### src/rtl/route_pkg.sv
// Shared types for the route decoder.
package route_pkg;
    // Controller phase: idle accepts requests, search resolves a cache miss.
    typedef enum logic {
        ST_IDLE   = 1'b0,
        ST_SEARCH = 1'b1
    } route_state_e;
endpackage

### src/rtl/route_range_table.sv
// Full routing table: NUM_WIN windows with inclusive bounds, target port and
// enable. Lookup is combinational; the lowest matching index wins.
// Assumes windows are normally disjoint; overlap is resolved by priority.
module route_range_table #(
    parameter int ADDR_W  = 32,
    parameter int PORT_W  = 3,
    parameter int NUM_WIN = 8,
    localparam int IDX_W  = (NUM_WIN > 1) ? $clog2(NUM_WIN) : 1
) (
    input  logic              clk,
    input  logic              rst_n,
    input  logic              wr_en,
    input  logic [IDX_W-1:0]  wr_idx,
    input  logic [ADDR_W-1:0] wr_base,
    input  logic [ADDR_W-1:0] wr_limit,
    input  logic [PORT_W-1:0] wr_port,
    input  logic              wr_enable,
    input  logic [ADDR_W-1:0] look_addr,
    output logic              look_hit,
    output logic [PORT_W-1:0] look_port,
    output logic [ADDR_W-1:0] look_base,
    output logic [ADDR_W-1:0] look_limit
);
    logic [ADDR_W-1:0] base_q  [NUM_WIN];
    logic [ADDR_W-1:0] limit_q [NUM_WIN];
    logic [PORT_W-1:0] port_q  [NUM_WIN];
    logic [NUM_WIN-1:0] en_q;
    logic [NUM_WIN-1:0] match;

    // Per-entry storage, written by index.
    genvar g;
    generate
        for (g = 0; g < NUM_WIN; g++) begin : g_win
            always_ff @(posedge clk) begin
                if (!rst_n) begin
                    base_q[g]  <= '0;
                    limit_q[g] <= '0;
                    port_q[g]  <= '0;
                    en_q[g]    <= 1'b0;
                end else if (wr_en && (wr_idx == IDX_W'(g))) begin
                    base_q[g]  <= wr_base;
                    limit_q[g] <= wr_limit;
                    port_q[g]  <= wr_port;
                    en_q[g]    <= wr_enable;
                end
            end
            assign match[g] = en_q[g] && (look_addr >= base_q[g]) &&
                              (look_addr <= limit_q[g]);
        end
    endgenerate

    // Priority select: scanning downward leaves the lowest match last.
    always_comb begin
        look_hit   = 1'b0;
        look_port  = '0;
        look_base  = '0;
        look_limit = '0;
        for (int i = NUM_WIN - 1; i >= 0; i--) begin
            if (match[i]) begin
                look_hit   = 1'b1;
                look_port  = port_q[i];
                look_base  = base_q[i];
                look_limit = limit_q[i];
            end
        end
    end
endmodule

### src/rtl/route_mru_cache.sv
// Small shift-ordered cache of recently resolved windows. Probe is
// combinational, lowest slot first. An insert enters slot 0 and shifts the
// rest down, dropping the last slot. Flush has priority over insert.
// Assumes the caller inserts only windows that are not already cached.
module route_mru_cache #(
    parameter int ADDR_W = 32,
    parameter int PORT_W = 3,
    parameter int SLOTS  = 3
) (
    input  logic              clk,
    input  logic              rst_n,
    input  logic              flush,
    input  logic [ADDR_W-1:0] probe_addr,
    output logic              probe_hit,
    output logic [PORT_W-1:0] probe_port,
    input  logic              ins_en,
    input  logic [ADDR_W-1:0] ins_base,
    input  logic [ADDR_W-1:0] ins_limit,
    input  logic [PORT_W-1:0] ins_port,
    output logic [SLOTS-1:0]  slot_valid
);
    logic [ADDR_W-1:0] base_q  [SLOTS];
    logic [ADDR_W-1:0] limit_q [SLOTS];
    logic [PORT_W-1:0] port_q  [SLOTS];
    logic [SLOTS-1:0]  vld_q;
    logic [SLOTS-1:0]  hit_vec;

    assign slot_valid = vld_q;

    genvar g;
    generate
        for (g = 0; g < SLOTS; g++) begin : g_slot
            assign hit_vec[g] = vld_q[g] && (probe_addr >= base_q[g]) &&
                                (probe_addr <= limit_q[g]);
            if (g == 0) begin : g_head
                // Head slot takes the newly inserted window.
                always_ff @(posedge clk) begin
                    if (!rst_n || flush) begin
                        vld_q[g] <= 1'b0;
                    end else if (ins_en) begin
                        vld_q[g] <= 1'b1;
                    end
                    if (rst_n && !flush && ins_en) begin
                        base_q[g]  <= ins_base;
                        limit_q[g] <= ins_limit;
                        port_q[g]  <= ins_port;
                    end
                end
            end else begin : g_tail
                // Older slots take their younger neighbour on insert.
                always_ff @(posedge clk) begin
                    if (!rst_n || flush) begin
                        vld_q[g] <= 1'b0;
                    end else if (ins_en) begin
                        vld_q[g] <= vld_q[g-1];
                    end
                    if (rst_n && !flush && ins_en) begin
                        base_q[g]  <= base_q[g-1];
                        limit_q[g] <= limit_q[g-1];
                        port_q[g]  <= port_q[g-1];
                    end
                end
            end
        end
    endgenerate

    // First valid slot in probe order supplies the port.
    always_comb begin
        probe_hit  = 1'b0;
        probe_port = '0;
        for (int i = SLOTS - 1; i >= 0; i--) begin
            if (hit_vec[i]) begin
                probe_hit  = 1'b1;
                probe_port = port_q[i];
            end
        end
    end
endmodule

### src/rtl/route_decoder.sv
// Top of the route decoder. Accepts one address per handshake, answers a
// cache hit on the next edge, and on a miss stalls one cycle to search the
// full table, then caches the matching window. Unclaimed addresses use the
// fallback port, optionally limited to its own window with an error flag.
// Assumes configuration and fallback inputs are steady while a miss resolves.
module route_decoder #(
    parameter int ADDR_W     = 32,
    parameter int PORT_W     = 3,
    parameter int NUM_WIN    = 8,
    parameter int CACHE_SLOTS = 3,
    localparam int IDX_W     = (NUM_WIN > 1) ? $clog2(NUM_WIN) : 1
) (
    input  logic              clk,
    input  logic              rst_n,
    input  logic              req_valid,
    input  logic [ADDR_W-1:0] req_addr,
    output logic              req_ready,
    output logic              rsp_valid,
    output logic [PORT_W-1:0] rsp_port,
    output logic              rsp_err,
    input  logic              cfg_we,
    input  logic [IDX_W-1:0]  cfg_idx,
    input  logic [ADDR_W-1:0] cfg_base,
    input  logic [ADDR_W-1:0] cfg_limit,
    input  logic [PORT_W-1:0] cfg_port,
    input  logic              cfg_enable,
    input  logic              flush,
    input  logic [PORT_W-1:0] dflt_port,
    input  logic              dflt_strict,
    input  logic [ADDR_W-1:0] dflt_base,
    input  logic [ADDR_W-1:0] dflt_limit
);
    import route_pkg::*;

    route_state_e      state_q;
    logic [ADDR_W-1:0] hold_addr_q;
    logic              accept;
    logic              c_hit;
    logic [PORT_W-1:0] c_port;
    logic              t_hit;
    logic [PORT_W-1:0] t_port;
    logic [ADDR_W-1:0] t_base;
    logic [ADDR_W-1:0] t_limit;
    logic              ins_en;
    logic              cache_clr;
    logic [CACHE_SLOTS-1:0] slot_valid;
    logic              in_dflt_win;

    assign req_ready   = (state_q == ST_IDLE);
    assign accept      = req_valid && req_ready;
    assign ins_en      = (state_q == ST_SEARCH) && t_hit;
    assign cache_clr   = flush || cfg_we;
    assign in_dflt_win = (hold_addr_q >= dflt_base) && (hold_addr_q <= dflt_limit);

    route_mru_cache #(
        .ADDR_W (ADDR_W),
        .PORT_W (PORT_W),
        .SLOTS  (CACHE_SLOTS)
    ) u_cache (
        .clk        (clk),
        .rst_n      (rst_n),
        .flush      (cache_clr),
        .probe_addr (req_addr),
        .probe_hit  (c_hit),
        .probe_port (c_port),
        .ins_en     (ins_en),
        .ins_base   (t_base),
        .ins_limit  (t_limit),
        .ins_port   (t_port),
        .slot_valid (slot_valid)
    );

    route_range_table #(
        .ADDR_W  (ADDR_W),
        .PORT_W  (PORT_W),
        .NUM_WIN (NUM_WIN)
    ) u_table (
        .clk        (clk),
        .rst_n      (rst_n),
        .wr_en      (cfg_we),
        .wr_idx     (cfg_idx),
        .wr_base    (cfg_base),
        .wr_limit   (cfg_limit),
        .wr_port    (cfg_port),
        .wr_enable  (cfg_enable),
        .look_addr  (hold_addr_q),
        .look_hit   (t_hit),
        .look_port  (t_port),
        .look_base  (t_base),
        .look_limit (t_limit)
    );

    // Request sequencing and registered result.
    always_ff @(posedge clk) begin
        if (!rst_n) begin
            state_q     <= ST_IDLE;
            hold_addr_q <= '0;
            rsp_valid   <= 1'b0;
            rsp_port    <= '0;
            rsp_err     <= 1'b0;
        end else begin
            rsp_valid <= 1'b0;
            case (state_q)
                ST_IDLE: begin
                    if (accept) begin
                        if (c_hit) begin
                            rsp_valid <= 1'b1;
                            rsp_port  <= c_port;
                            rsp_err   <= 1'b0;
                        end else begin
                            state_q     <= ST_SEARCH;
                            hold_addr_q <= req_addr;
                        end
                    end
                end
                default: begin
                    state_q   <= ST_IDLE;
                    rsp_valid <= 1'b1;
                    if (t_hit) begin
                        rsp_port <= t_port;
                        rsp_err  <= 1'b0;
                    end else if (dflt_strict && !in_dflt_win) begin
                        rsp_port <= '0;
                        rsp_err  <= 1'b1;
                    end else begin
                        rsp_port <= dflt_port;
                        rsp_err  <= 1'b0;
                    end
                end
            endcase
        end
    end
endmodule

### config.mk
export PLATFORM = sky130hd
export DESIGN_NAME = route_decoder
export DESIGN_NICKNAME = d
export VERILOG_FILES = /design/src/rtl/route_pkg.sv /design/src/rtl/route_range_table.sv /design/src/rtl/route_mru_cache.sv /design/src/rtl/route_decoder.sv
export SDC_FILE = /design/constraint.sdc
export NUM_CORES = 2
export LEC_CHECK = 0
export ABC_AREA = 1
export CORE_AREA = 2 2 370 299
export CTS_CLUSTER_SIZE = 30
export DETAILED_ROUTE_END_ITERATION = 8
export DIE_AREA = 0 0 372 301
export PLACE_DENSITY = 0.76
export SLEW_MARGIN = 20
export SYNTH_ARGS = -nofsm -noshare
export SYNTH_HDL_FRONTEND = slang
export SYNTH_HIERARCHICAL = 1
export SYNTH_SLANG_ARGS = --single-unit
### constraint.sdc
create_clock -name clk -period 11.7 [get_ports clk]
set_input_delay 1.17 -clock clk [delete_from_list [all_inputs] [get_ports clk]]
set_output_delay 1.17 -clock clk [all_outputs]
set_load 0.01 [all_outputs]
**Word level (Yosys, flattened, before mapping)**

Memory sizes are Yosys's and may differ from the RTL's.
Index checks and enable logic that the tools add are counted.

- Magnitude comparators: 24
- Equal/unequal tests: 7
- Multiplexer cells: 103
- Bitwise logic cells: 28
- Reductions and logical operators: 47

Operators by type and width:

| operator | number |
|---|---|
| $mux W32 | 32 |
| $ge A32 B32 Y1 | 12 |
| $le A32 B32 Y1 | 12 |
| $mux W3 | 24 |
| $mux W1 | 47 |
| $logic_and A1 B1 Y1 | 36 |
| $or A1 B1 Y1 | 24 |
| $eq A3 B3 Y1 const B | 4 |
| $eq A3 B2 Y1 const B | 2 |
| $not A1 Y1 | 4 |
| $reduce_bool A2 Y1 | 2 |
| $eq A3 B1 Y1 const B | 1 |
| $logic_not A1 Y1 | 3 |
| $logic_not A3 Y1 | 1 |
| $reduce_and A3 Y1 | 1 |
| $reduce_or A3 Y1 | 1 |
| $logic_or A1 B1 Y1 | 2 |
| $reduce_and A2 Y1 | 1 |

- Flip-flop bits (word level): 49
- RAM bits: 737
- Input port bits: 176
- Output and inout port bits: 6
- Word-level logic and storage cells: 231
- Memories kept: 6

Memory list:

| name | depth | bits a word | read ports | clocked after memory_dff | write ports | line | text |
|---|---|---|---|---|---|---|---|
| u_table.base_q | 8 | 32 | 8 | 0 | 8 | route_range_table.sv:24 | `logic [ADDR_W-1:0] base_q [NUM_WIN];` |
| u_table.limit_q | 8 | 32 | 8 | 0 | 8 | route_range_table.sv:25 | `logic [ADDR_W-1:0] limit_q [NUM_WIN];` |
| u_cache.base_q | 3 | 32 | 3 | 0 | 3 | route_mru_cache.sv:22 | `logic [ADDR_W-1:0] base_q [SLOTS];` |
| u_cache.limit_q | 3 | 32 | 3 | 0 | 3 | route_mru_cache.sv:23 | `logic [ADDR_W-1:0] limit_q [SLOTS];` |
| u_table.port_q | 8 | 3 | 8 | 0 | 8 | route_range_table.sv:26 | `logic [PORT_W-1:0] port_q [NUM_WIN];` |
| u_cache.port_q | 3 | 3 | 3 | 0 | 3 | route_mru_cache.sv:24 | `logic [PORT_W-1:0] port_q [SLOTS];` |

**Longest topological paths before layout**

- Word-level depth: 15
- Depth in mapped cells: 27
- Mapped depth without buffers: 26

**Cells and area by module**

Netlist, hierarchy kept.

By module, submodules not included:

| module | times used | cells each | area each (um^2) | sequential area each (um^2) |
|---|---|---|---|---|
| route_range_table | 1 | 4,959 | 39,324.0 | 16,255.6 |
| route_mru_cache | 1 | 1,047 | 11,335.9 | 6,095.8 |
| route_decoder | 1 | 456 | 3,094.2 | 760.7 |

**Least setup slack after synthesis**

OpenSTA, ideal clock, no wires.

- Path kind: register to register
- Start point: register hold_addr_q[25]
- End point: memory u_cache.base_q[0][0], enable pin
- Library setup time: 765 ps
- Arrival time: 10,858 ps
- Required time: 10,935 ps
- Setup slack: 77 ps
- Stages on the path, launching flop included: 17
- Path buffers: 2
- Period minus slack after synthesis: 11,623 ps
- Cells stage by stage: dfxtp_1 -> ha_1 -> nand2_1 -> inv_1 -> o21bai_1 -> a21oi_1 -> a2111oi_0 -> nand3_1 -> nand2_1 -> nand3_2 -> buf_2 -> buf_1 -> nand3_1 -> nand2_1 -> inv_2 -> inv_1 -> nor2_1

RTL lines:

| element | line | text |
|---|---|---|
| start, declared | route_decoder.sv:36 | `logic [ADDR_W-1:0] hold_addr_q;` |
| start signal, assigned | route_decoder.sv:112 | `hold_addr_q <= req_addr;` |
| end, declared | route_mru_cache.sv:22 |  |

==> metrics.yaml <==
status:
  status: "completed"
timing:
  rsz0062_at_grt: "no"
  hold_viol: 0
  period_needed_ns: 6.682
  setup_viol: 0
  tightestPinTransition_ns: 1.205
  fin_tns_setup_ns: 0
  max_freq_ghz: 0.1497
  period_share_pct: 57.11
  whs_ns: 0.4463
  slew_headroom_pct: 19.67
  maxSlewViolCount: 0
  fin_skew_ns: 0.04228
global_routing:
  antenna_found_initial: 11
  overflow: 0
  grt_pass1_wl_um: 267200
  grt_pass1_vias: 44737
  grt_max_degree: 89
  gr-usage-all-layers_pct: 31.88
worst_hold_path:
  min-delay-start: "u_cache/base_q[0][56]$_DFFE_PP_"
  whs_path_depth: 0
  worstHoldPathType: "reg -> reg"
  min_to: "u_cache/base_q[0][88]$_DFFE_PP_"
cells_and_area:
  area_growth_pct: 11.72
  fillers: 9523
  fin_nets: 7545
  final_area_um2: 60050
  layout-drive-gt1-share_pct: 4.227
placed_design:
  placed_cell_area_um2: 57070
  port_buffers: 181
  gp_congestion: 0.9787
  dp_hpwl_um: 124900
setup_path:
  worstSetupStartpointType: "flip-flop"
  crit_type: "reg -> reg"
  crit_fanout: 50
  r2r_end: "u_cache/limit_q[0][80]$_DFFE_PP_"
  worstPathArrival_ns: 7.00
  reg2reg_slack_ns: 5.02
  crit_required_ns: 12.02
  rr_worst_depth: 19
  end_kind: "flip-flop"
  r2r-start: "hold_addr_q[11]$_SDFFE_PN0P_"
synth:
  ys_seq_elements: 786
  synth_top_area_share_pct: 41.17
  ys_seq_area_share_pct: 43.00
  synth_edf_count: 737
  synth_cells: 6462
  ys_top_cells_by_area: "edfxtp_1 41%, ha_1 18%, inv_1 9.1%"
  syn_area_um2: 53750
  synth_area_leader_cell: "edfxtp_1"
  ys_types: 52
  syn_nets: 7406
  yosys_warnings: 6
  synthArstFlopShare_pct: 0
  synth_ff_type: "edfxtp_1"
  avgSynthCellArea_um2: 8.318
clock_network:
  post_cts_resized: 0
  cts_root_buffer: "clkbuf_16"
  cts.clk_slew.worst_paths_ns: 0.06
  cts_tree: "yes"
  ctsHoldBuffers: 0
  cts.sinks: 786
  cts_buffer_depth: 3
  postCtsSetupRepairBufs: 0
  cts_buffers: 87
  worstSkewPairLatency_ns: 0.70
  htree_levels: 3
routing:
  finalWirelength_um: 180200
  wl_per_cell_um: 22.22
  drc: 0
  num_vias: 46046
  final_antenna_net_count: 0
  drtIter0Drc: 6741
  viasPerCell: 5.678
  drt_pass1_iterations: 6
pwr:
  p_leak_nw: 29.24
  peakVddDrop_mv: 0.1066
  powerDensity_nw_per_um2: 123.0
die:
  start_util_pct: 49.79
  fp-row-count: 108
  core_area_um2: 108000
  die_x_um: 372
  fp.dieArea_um2: 112000
  die_y_um: 301
  boundaryPins: 182
run:
  drv_cap: 0
-- sequential cells by signal, indices dropped and copies added, names as in the netlist, 8 cells and up --
signal,cells
hold_addr_q,32
u_cache/base_q,96
u_cache/limit_q,96
u_cache/port_q,9
u_table/base_q,256
u_table/en_q,8
u_table/limit_q,256
u_table/port_q,24
-- cells by family (layout without fill, tap and decap cells) --
logic type	count (synthesis)	in the layout	share of synthesized area, %
other	0	7	0
multiplexers	2	2	0.03724
AO/OA/AOI/OAI	855	855	8.414
adder cells (fa/ha/maj)	768	768	17.88
flip-flops	786	786	43.00
AND/OR/NAND/NOR	2534	2534	19.77
buffers and inverters	1517	1727	10.90
-- worst max path at each step --
| stage | slack (ns) | end | from |
|---|---|---|---|
| after CTS | 4.82 | u_cache/limit_q[0][80]$_DFFE_PP_ | hold_addr_q[31]$_SDFFE_PN0P_ |
| after global routing | 4.73 | u_cache/limit_q[0][80]$_DFFE_PP_ | hold_addr_q[11]$_SDFFE_PN0P_ |
| after floorplan | 0.08 | u_cache/base_q[0][0]$_DFFE_PP_ | hold_addr_q[25]$_SDFFE_PN0P_ |
| final | 5.02 | u_cache/limit_q[0][80]$_DFFE_PP_ | hold_addr_q[11]$_SDFFE_PN0P_ |
| after detailed placement | 4.82 | u_cache/limit_q[0][81]$_DFFE_PP_ | hold_addr_q[31]$_SDFFE_PN0P_ |
| after global placement | 4.85 | u_cache/limit_q[0][80]$_DFFE_PP_ | hold_addr_q[31]$_SDFFE_PN0P_ |
-- worst max-delay path, cell delays in order, from the launching register on --
cell	delay [ns]
dfxtp_1	1.09
ha_1	0.30
nand2_1	0.06
inv_1	0.07
nand3_1	0.09
nor3_1	0.29
nand2_1	0.11
nand2_1	0.09
nand2_1	0.07
nand3_2	0.61
nand3_4	0.59
o2111ai_1	0.42
nor3_1	0.08
nand3_1	0.28
nand2_1	0.12
inv_2	0.11
inv_1	0.11
nor2_4	0.57
buf_4	0.56
buf_4	0.62
-- cell usage after synthesis (all sizes together) (4+ instances only) --
| cell type | number |
|---|---|
| dfxtp | 49 |
| o2111ai | 4 |
| inv | 1316 |
| buf | 79 |
| nand4 | 211 |
| o21bai | 9 |
| o21a | 30 |
| o21ai | 363 |
| clkbuf | 120 |
| and3 | 4 |
| o211ai | 14 |
| nand2 | 1254 |
| nor2 | 842 |
| edfxtp | 737 |
| nand3 | 175 |
| a21oi | 409 |
| ha | 768 |
| nor3 | 35 |
| nor4 | 8 |
| a21o | 8 |
-- power by group --
part | switching [W] | internal [W] | leakage (nW) | total, W
sequential | 0.0000792 | 0.00321 | 7.49 | 0.00329
combinational | 0.000846 | 0.000381 | 20.3 | 0.00123
clock | 0.00122 | 0.00165 | 1.42 | 0.00287
total | 0.00214 | 0.00524 | 29.2 | 0.00739
-- layout by cell type (no fill, tap or decap), types with 8 or more instances in the layout --
master and n:
nand3_1 160, nand2_2 21, o21bai_1 9, inv_1 1305, nand4_1 210, edfxtp_1 737
clkinv_2 11, nor2_1 836, clkdlybuf4s50_1 180, clkbuf_8 8, clkbuf_1 22, dfxtp_1 46
a21oi_1 405, clkinv_1 13, ha_1 768, clkbuf_16 87, bufinv_16 10, buf_4 67
inv_2 12, nor3_2 8, nand3_4 9, nor3_1 27, nand2_1 1226, o21a_1 30
a21o_1 8, o21ai_0 307, o211ai_1 14, o21ai_1 55
-- final cells by class --
| type | count | area, um2 | share of cell area [%] |
|---|---|---|---|
| repair buffers | 249 | 2337 | 3.892 |
| inverters | 1318 | 4947 | 8.238 |
| clock buffers | 117 | 2370 | 3.946 |
| diodes | 7 | 17.52 | 0.02917 |
| clock inverters | 43 | 564.3 | 0.9396 |
| multi-input cells | 4159 | 24910 | 41.48 |
| flip-flops and latches | 786 | 23120 | 38.49 |
| well taps | 1430 | 1789 | 2.979 |
-- metrics by stage --
| step | setup WS (ns) | power [W] | utilization (%) | cells |
|---|---|---|---|---|
| after floorplan | 0.07700 | 0.004031 | - | 6462 |
| after global placement | 4.851 | 0.004476 | 52.84 | 7941 |
| after detailed placement | 4.820 | 0.004521 | 52.86 | 7941 |
| after CTS | 4.818 | 0.007363 | 55.58 | 8101 |
| after global routing | 4.731 | 0.007644 | 55.62 | 8108 |
| final | 5.018 | 0.007386 | 55.62 | 8109 |
-- per-layer routing --
metal,part of all wire [%],wire [um],track usage [%]
met4,5.4,9777,15.02
met1,39,70470,42.55
met3,13,22770,7.529
met5,0.14,253,1.496
met2,43,76910,48.78
No activity file was read; power rests on OpenSTA's default activity.
